## config.mk

```make
export PLATFORM = sky130hd
export DESIGN_NAME = varlat_approx_adder
export DESIGN_NICKNAME = d
export VERILOG_FILES = /design/src/rtl/vla_pkg.sv /design/src/rtl/vla_spec_sum.sv /design/src/rtl/vla_fixup.sv /design/src/rtl/vla_ctrl.sv /design/src/rtl/varlat_approx_adder.sv
export SDC_FILE = /design/constraint.sdc
export NUM_CORES = 1
export LEC_CHECK = 0
export BUFFER_PORTS_ARGS = -buffer_cell sky130_fd_sc_hd__buf_2
export CAP_MARGIN = 20
export CORE_ASPECT_RATIO = 1.2
export CORE_UTILIZATION = 42
export DETAILED_ROUTE_END_ITERATION = 10
export GPL_TIMING_DRIVEN = 0
export PLACE_DENSITY = 0.66
export SLEW_MARGIN = 20
export SYNTH_ARGS = -nofsm -noshare
export SYNTH_HDL_FRONTEND = slang
export SYNTH_SLANG_ARGS = --single-unit
```

## constraint.sdc

```tcl
create_clock -name clk -period 2.05 [get_ports clk]
set_input_delay 0.205 -clock clk [delete_from_list [all_inputs] [get_ports clk]]
set_output_delay 0.205 -clock clk [all_outputs]
set_load 0.005 [all_outputs]
```

## src/rtl/vla_pkg.sv

```systemverilog
package vla_pkg;

    // Controller phase: normal single-cycle operation or the correction cycle
    typedef enum logic {
        PH_RUN = 1'b0,
        PH_FIX = 1'b1
    } phase_e;

    // One step of a generate/propagate carry ripple
    function automatic logic chain_carry(input logic gen, input logic prop, input logic cin);
        return gen | (prop & cin);
    endfunction

endpackage

```

## src/rtl/vla_spec_sum.sv

```systemverilog
// Segmented adder with windowed carry prediction and per-boundary risk flags.
module vla_spec_sum #(
    parameter  int W      = 16,
    parameter  int SEG_W  = 4,
    parameter  int LOOK_W = 2,
    localparam int NSEG   = W / SEG_W
) (
    input  logic [W-1:0]    a,
    input  logic [W-1:0]    b,
    output logic [W-1:0]    sum,
    output logic [NSEG-1:0] cpred,
    output logic [NSEG-1:0] risk
);

    for (genvar j = 0; j < NSEG; j++) begin : g_seg
        logic [SEG_W-1:0] sa;
        logic [SEG_W-1:0] sb;
        assign sa = a[j*SEG_W +: SEG_W];
        assign sb = b[j*SEG_W +: SEG_W];

        if (j == 0) begin : g_low
            assign cpred[0] = 1'b0;
            assign risk[0]  = 1'b0;
        end else begin : g_pred
            logic [LOOK_W-1:0] wa;
            logic [LOOK_W-1:0] wb;
            logic [LOOK_W:0]   wsum;
            assign wa       = a[j*SEG_W-LOOK_W +: LOOK_W];
            assign wb       = b[j*SEG_W-LOOK_W +: LOOK_W];
            // Window added with zero carry-in: its carry-out is the prediction
            assign wsum     = {1'b0, wa} + {1'b0, wb};
            assign cpred[j] = wsum[LOOK_W];
            // Prediction can only be wrong when the whole window propagates
            assign risk[j]  = &(wa ^ wb);
        end

        assign sum[j*SEG_W +: SEG_W] = sa + sb + {{(SEG_W-1){1'b0}}, cpred[j]};
    end

endmodule

```

## src/rtl/vla_fixup.sv

```systemverilog
// Correction path: exact segment carries from held operands, incrementing
// every segment whose predicted carry was too low.
module vla_fixup import vla_pkg::*; #(
    parameter  int W     = 16,
    parameter  int SEG_W = 4,
    localparam int NSEG  = W / SEG_W,
    localparam int LOW_W = W - SEG_W
) (
    input  logic [LOW_W-1:0] a_low,
    input  logic [LOW_W-1:0] b_low,
    input  logic [W-1:0]     spec_sum,
    input  logic [NSEG-1:0]  cpred,
    output logic [W-1:0]     fixed_sum
);

    logic [NSEG-2:0] seg_g;
    logic [NSEG-2:0] seg_p;
    logic [NSEG-1:0] ctrue;
    logic [NSEG-1:0] bump;

    // Segment-level generate and propagate (top segment's carry-out is dropped)
    for (genvar j = 0; j < NSEG-1; j++) begin : g_gp
        logic [SEG_W-1:0] sa;
        logic [SEG_W-1:0] sb;
        logic [SEG_W:0]   t;
        assign sa       = a_low[j*SEG_W +: SEG_W];
        assign sb       = b_low[j*SEG_W +: SEG_W];
        assign t        = {1'b0, sa} + {1'b0, sb};
        assign seg_g[j] = t[SEG_W];
        assign seg_p[j] = &(sa ^ sb);
    end

    always_comb begin
        ctrue = '0;
        for (int j = 0; j < NSEG-1; j++) begin
            ctrue[j+1] = chain_carry(seg_g[j], seg_p[j], ctrue[j]);
        end
    end

    // A predicted carry of 1 is always right; only 0-to-1 fixes are needed
    assign bump = ctrue & ~cpred;

    for (genvar j = 0; j < NSEG; j++) begin : g_inc
        assign fixed_sum[j*SEG_W +: SEG_W] =
            spec_sum[j*SEG_W +: SEG_W] + {{(SEG_W-1){1'b0}}, bump[j]};
    end

endmodule

```

## src/rtl/vla_ctrl.sv

```systemverilog
// Handshake and latency control: one-cycle path or hold-and-correct path.
module vla_ctrl import vla_pkg::*; #(
    parameter  int W     = 16,
    parameter  int SEG_W = 4,
    localparam int NSEG  = W / SEG_W,
    localparam int LOW_W = W - SEG_W
) (
    input  logic             clk,
    input  logic             rst,
    input  logic             in_valid,
    input  logic [LOW_W-1:0] in_a_low,
    input  logic [LOW_W-1:0] in_b_low,
    input  logic [W-1:0]     spec_sum,
    input  logic [NSEG-1:0]  cpred,
    input  logic [NSEG-1:0]  risk,
    input  logic [W-1:0]     fixed_sum,
    output logic             in_ready,
    output logic [LOW_W-1:0] hold_a,
    output logic [LOW_W-1:0] hold_b,
    output logic [W-1:0]     hold_sum,
    output logic [NSEG-1:0]  hold_c,
    output logic             out_valid,
    output logic [W-1:0]     out_sum,
    output logic             out_fixed
);

    phase_e phase;
    logic   risky;

    assign risky    = |risk;
    assign in_ready = (phase == PH_RUN);

    always_ff @(posedge clk) begin
        if (rst) begin
            phase     <= PH_RUN;
            out_valid <= 1'b0;
            out_sum   <= '0;
            out_fixed <= 1'b0;
            hold_a    <= '0;
            hold_b    <= '0;
            hold_sum  <= '0;
            hold_c    <= '0;
        end else begin
            out_valid <= 1'b0;
            if (phase == PH_FIX) begin
                out_valid <= 1'b1;
                out_sum   <= fixed_sum;
                out_fixed <= 1'b1;
                phase     <= PH_RUN;
            end else if (in_valid) begin
                if (risky) begin
                    hold_a   <= in_a_low;
                    hold_b   <= in_b_low;
                    hold_sum <= spec_sum;
                    hold_c   <= cpred;
                    phase    <= PH_FIX;
                end else begin
                    out_valid <= 1'b1;
                    out_sum   <= spec_sum;
                    out_fixed <= 1'b0;
                end
            end
        end
    end

    // the correction phase never lasts more than one cycle
    assert_fix_single_cycle_R5: assert property (
        @(posedge clk) disable iff (rst)
        (phase == PH_FIX) |=> (phase == PH_RUN)
    );

endmodule

```

## src/rtl/varlat_approx_adder.sv

```systemverilog
module varlat_approx_adder import vla_pkg::*; #(
    parameter  int W      = 16,
    parameter  int SEG_W  = 4,
    parameter  int LOOK_W = 2,
    localparam int NSEG   = W / SEG_W,
    localparam int LOW_W  = W - SEG_W
) (
    input  logic         clk,
    input  logic         rst,
    input  logic         in_valid,
    output logic         in_ready,
    input  logic [W-1:0] in_a,
    input  logic [W-1:0] in_b,
    output logic         out_valid,
    output logic [W-1:0] out_sum,
    output logic         out_fixed
);

    if ((W % SEG_W) != 0 || NSEG < 2 || LOOK_W < 1 || LOOK_W > SEG_W) begin : g_bad_cfg
        $error("varlat_approx_adder: unsupported W/SEG_W/LOOK_W combination");
    end

    logic [W-1:0]     spec_sum;
    logic [NSEG-1:0]  cpred;
    logic [NSEG-1:0]  risk;
    logic [LOW_W-1:0] hold_a;
    logic [LOW_W-1:0] hold_b;
    logic [W-1:0]     hold_sum;
    logic [NSEG-1:0]  hold_c;
    logic [W-1:0]     fixed_sum;
    logic [W-1:0]     ref_sum;

    vla_spec_sum #(.W(W), .SEG_W(SEG_W), .LOOK_W(LOOK_W)) u_spec (
        .a     (in_a),
        .b     (in_b),
        .sum   (spec_sum),
        .cpred (cpred),
        .risk  (risk)
    );

    vla_fixup #(.W(W), .SEG_W(SEG_W)) u_fix (
        .a_low     (hold_a),
        .b_low     (hold_b),
        .spec_sum  (hold_sum),
        .cpred     (hold_c),
        .fixed_sum (fixed_sum)
    );

    vla_ctrl #(.W(W), .SEG_W(SEG_W)) u_ctrl (
        .clk       (clk),
        .rst       (rst),
        .in_valid  (in_valid),
        .in_a_low  (in_a[LOW_W-1:0]),
        .in_b_low  (in_b[LOW_W-1:0]),
        .spec_sum  (spec_sum),
        .cpred     (cpred),
        .risk      (risk),
        .fixed_sum (fixed_sum),
        .in_ready  (in_ready),
        .hold_a    (hold_a),
        .hold_b    (hold_b),
        .hold_sum  (hold_sum),
        .hold_c    (hold_c),
        .out_valid (out_valid),
        .out_sum   (out_sum),
        .out_fixed (out_fixed)
    );

    // Full-width reference sum used only by the checks below
    assign ref_sum = in_a + in_b;

    // unflagged operation gives the exact sum one cycle later
    assert_fast_exact_R2: assert property (
        @(posedge clk) disable iff (rst)
        (in_valid && in_ready && !(|risk))
            |=> (out_valid && !out_fixed && out_sum == $past(ref_sum))
    );

    // flagged operation produces no result yet and stalls the input
    assert_slow_stalls_R3: assert property (
        @(posedge clk) disable iff (rst)
        (in_valid && in_ready && (|risk)) |=> (!out_valid && !in_ready)
    );

    // corrected result equals the exact sum of the operands taken two cycles earlier
    assert_fixed_exact_R4: assert property (
        @(posedge clk) disable iff (rst)
        (out_valid && out_fixed) |-> (out_sum == $past(ref_sum, 2) && $past(!in_ready))
    );

    // a fast result always follows an accepted operation
    assert_no_orphan_R7: assert property (
        @(posedge clk) disable iff (rst)
        (out_valid && !out_fixed) |-> $past(in_valid && in_ready)
    );

endmodule

```

==> key figures <==
Power
  – Switching portion of total power: 28.3%
  – Sequential share of power: 39.9%
  – VDD IR max: 0.510 mV
  – Net Switching: 0.00100 W
  – Combinational share of power: 21.6%
  – Static Leak: 1.72 nW
  – Int Pwr: 0.00254 W
  – Clock power frac: 38.5%
  – Pwr Density: 850 nW/um^2

STA
  – Rel. slew slack: 59.7%
  – Post-layout min period: 2290 ps
  – Tcrit/Tclk final: 112%
  – Setup Viol. Count Final: 7
  – RSZ-0062 raised after global routing: yes
  – Hold Vio Cnt, Final: 0
  – Slew Limit Fails: 0
  – Worst hold slack: 105 ps
  – Peak Freq: 436 MHz
  – Final worst slack: -242 ps
  – Clock skew: 9.90 ps
  – Worst Tran Pin Value: 604 ps

Critical path
  – Crit Path Class: register to register
  – CP required: 2310 ps
  – Critical path's slowest cell: dfxtp_2
  – Cell mode on critical path: ha_4
  – Family with the most delay on the worst path: compound AO/OA/AOI/OAI gates
  – Crit path DAT: 2550 ps
  – CP cell instances: ha_4 -> nand3_2 -> a22oi_2 -> a211oi_4 -> o41ai_4 -> ha_2 -> ha_4 -> xor2_1 -> nor2_1 -> a311oi_2
  – Startpoint Class: register
  – Bufs and invs on worst path: 0
  – Worst Path Max Fanout: 2
  – Crit-path max cell delay: 340 ps
  – Worst setup EP type: register

Die
  – Die ar.: 8020 sq um
  – I/O Pins: 54
  – Initial core utilization: 44.0%
  – Die Span Y: 97.9 um
  – Core box area: 7320 sq um
  – Chip width: 81.9 um
  – Core Rows: 34

Layout
  – Area of the multi-input gates: 2100 sq um
  – Share of cells above drive strength 1: 30.5%
  – Area grow syn2layout: 29.3%
  – Layout Utilization: 56.9%
  – Commonest non-fill, non-tap cells in the layout: 93 x nand2_1, 56 x dfxtp_1, 55 x buf_2, 46 x a21oi_1, 17 x ha_1
  – Design area: 4160 sq um
  – Seq. cell area: 1250 sq um
  – Layout Nets: 506
  – Antenna Cells: 0
  – Most common cell after layout, fill and taps aside: nand2_1
  – Filler instances: 682

Yosys
  – Register area share after synthesis: 38.6%
  – Cells after Synth: 367
  – Synth async-reset ratio: 0%
  – Seq cells post-synth: 62
  – Yosys Warn Count: 0
  – Avg Cell Area, Syn: 8.77 sq um
  – Synth unique cells: 47
  – Top_reg_cell synth: dfxtp_1
  – Syn_nets: 438
  – Mapped cell area: 3220 sq um
  – EDFF count, synth: 0

GRT
  – Vias in the first global route: 2794
  – GR Util All Layers: 22.8%
  – Global-route wire length before repair: 13.5 mm
  – Largest net degree at the start of global routing: 11
  – Initial antenna violation count: 0
  – GRT Residual Overflow: 0

Clock tree
  – Clock sink total: 62
  – TritonCTS buffer count: 9
  – CTS tree: done
  – Reg clk slew, reported paths: 70 ps
  – H-tree lvl count: 3
  – Clock latency on the worst-skew pair: 350 ps
  – Maximum root-to-sink buffer count: 2
  – Root buffer cell: clkbuf_8

Drt
  – Post-DRT Antenna Nets: 0
  – DRC Markers: 0
  – Met3 Wirelength: 406 um
  – Total number of vias: 2844
  – Iteration-0 DRC Markers: 154
  – WL met1: 3.76 mm
  – Pre-antenna DRT Iters: 4
  – Wirelength, routed: 8.71 mm
  – WL met2: 4.40 mm
  – Top Metal Used: met4
  – Vias/cell: 5.37
  – Avg WL per Cell: 16.4 um

Placed design
  – GP Congestion: 0.882
  – HPWL after DPL: 6.12 mm
  – Port Buffers: 53
  – Setup WS pre-CTS: -672 ps
  – Post-DP Area: 3620 sq um

Hold path
  – Hold Path Class: primary input to register

Job
  – MaxCap Viol Count: 0

Run status
  – Failing checks: negative setup slack
  – Run status: finished, violations left
-- kinds of logic after synthesis --
group	Yosys count	share of synthesized area (%)
compound gates	90	18.9
xor+xnor	14	3.81
fa+ha+maj	36	15.6
buf+inv	29	4.86
flops	62	38.6
simple gates	136	18.2
-- what timing repair did --
action	4_1_cts	5_1_grt
endpoints found under the setup margin	59	41
pin swaps	10	14
resized for setup	11	44
hold buffers	0	0
setup buffers	3	1
-- Yosys cell counts (3+ instances only) --
| cell type | count | area (sq um) |
|---|---|---|
| a211oi_1 | 5 | 37.5 |
| a21o_1 | 7 | 52.6 |
| fa_1 | 7 | 140 |
| nand2_1 | 93 | 349 |
| o21ai_0 | 3 | 15.0 |
| a311oi_2 | 6 | 90.1 |
| xor2_1 | 4 | 35.0 |
| xnor2_1 | 10 | 87.6 |
| nand3_1 | 9 | 45.0 |
| buf_6 | 4 | 45.0 |
| ha_1 | 29 | 363 |
| clkbuf_1 | 14 | 52.6 |
| a21oi_1 | 48 | 240 |
| dfxtp_1 | 62 | 1240 |
| inv_1 | 7 | 26.3 |
| a22oi_1 | 4 | 30.0 |
| nor2_1 | 17 | 63.8 |
-- power groups by stage --
stage / Sequential (W) / Combinational [W] / Clock, W
finish: 0.00141 / 0.000766 / 0.00136
global route: 0.00143 / 0.000845 / 0.00143
CTS: 0.00139 / 0.000729 / 0.00138
detailed placement: 0.00142 / 0.000704 / 0
floorplan: 0.00141 / 0.000461 / 0
global placement: 0.00141 / 0.000687 / 0
-- worst reg2reg max path: cells and delay by family, from the launching register on --
kind | cells | cell delay [ps]
xor gates and xnor gates | 1 | 140
adders and majority gates | 3 | 680
DFF | 1 | 340
and+or+nand+nor | 2 | 140
AOI/OAI and AO/OA | 4 | 910
-- final timing paths --
| path | from | end | slack [ps] | cells after the start |
|---|---|---|---|---|
| worst max register to register | u_ctrl.hold_a[1]$_SDFFE_PP0P_ | u_ctrl.out_sum[14]$_SDFFE_PP0P_ | -240 | 10 |
| worst max-delay path | u_ctrl.hold_a[1]$_SDFFE_PP0P_ | u_ctrl.out_sum[14]$_SDFFE_PP0P_ | -240 | 10 |
| worst min register to register | u_ctrl.hold_sum[0]$_SDFFE_PP0P_ | u_ctrl.hold_sum[0]$_SDFFE_PP0P_ | 460 | 2 |
| worst min-delay path | in_b[11] | u_ctrl.hold_b[11]$_SDFFE_PP0P_ | 100 | 3 |
-- flip-flops by register name, summed over array words and instances (netlist names) --
signal            cells
u_ctrl.hold_a        12
u_ctrl.out_valid      1
u_ctrl.out_fixed      1
u_ctrl.out_sum       16
u_ctrl.hold_sum      16
u_ctrl.phase          1
u_ctrl.hold_c         3
u_ctrl.hold_b        12
-- metrics by stage --
stage          cells  total power (W)  TNS [ps]
3_5_place_dp     510          0.00212    -34610
3_3_place_gp     510          0.00210    -34110
2_1_floorplan    367          0.00187         0
6_report         530          0.00354      -691
5_1_grt          530          0.00370     -1300
4_1_cts          529          0.00350      -933
-- per-layer routing --
layer / global-route usage, % / vias up
li1: - / 1406
met1: 28.0 / 1347
met2: 37.8 / 78
met3: 5.42 / 13
met4: 8.50 / 0
met5: 0 / -
-- layout make-up --
cell class                 count  area share [%]
buffer                        22            3.22
clock buffer                  13            3.82
clock inverter                 3            2.16
inverter                       7           0.631
multi-input combinational    276            50.4
sequential                    62            30.0
tap                           90            2.71
timing repair buffer          57            7.10
Note: power is estimated with default switching activity, not from simulation.
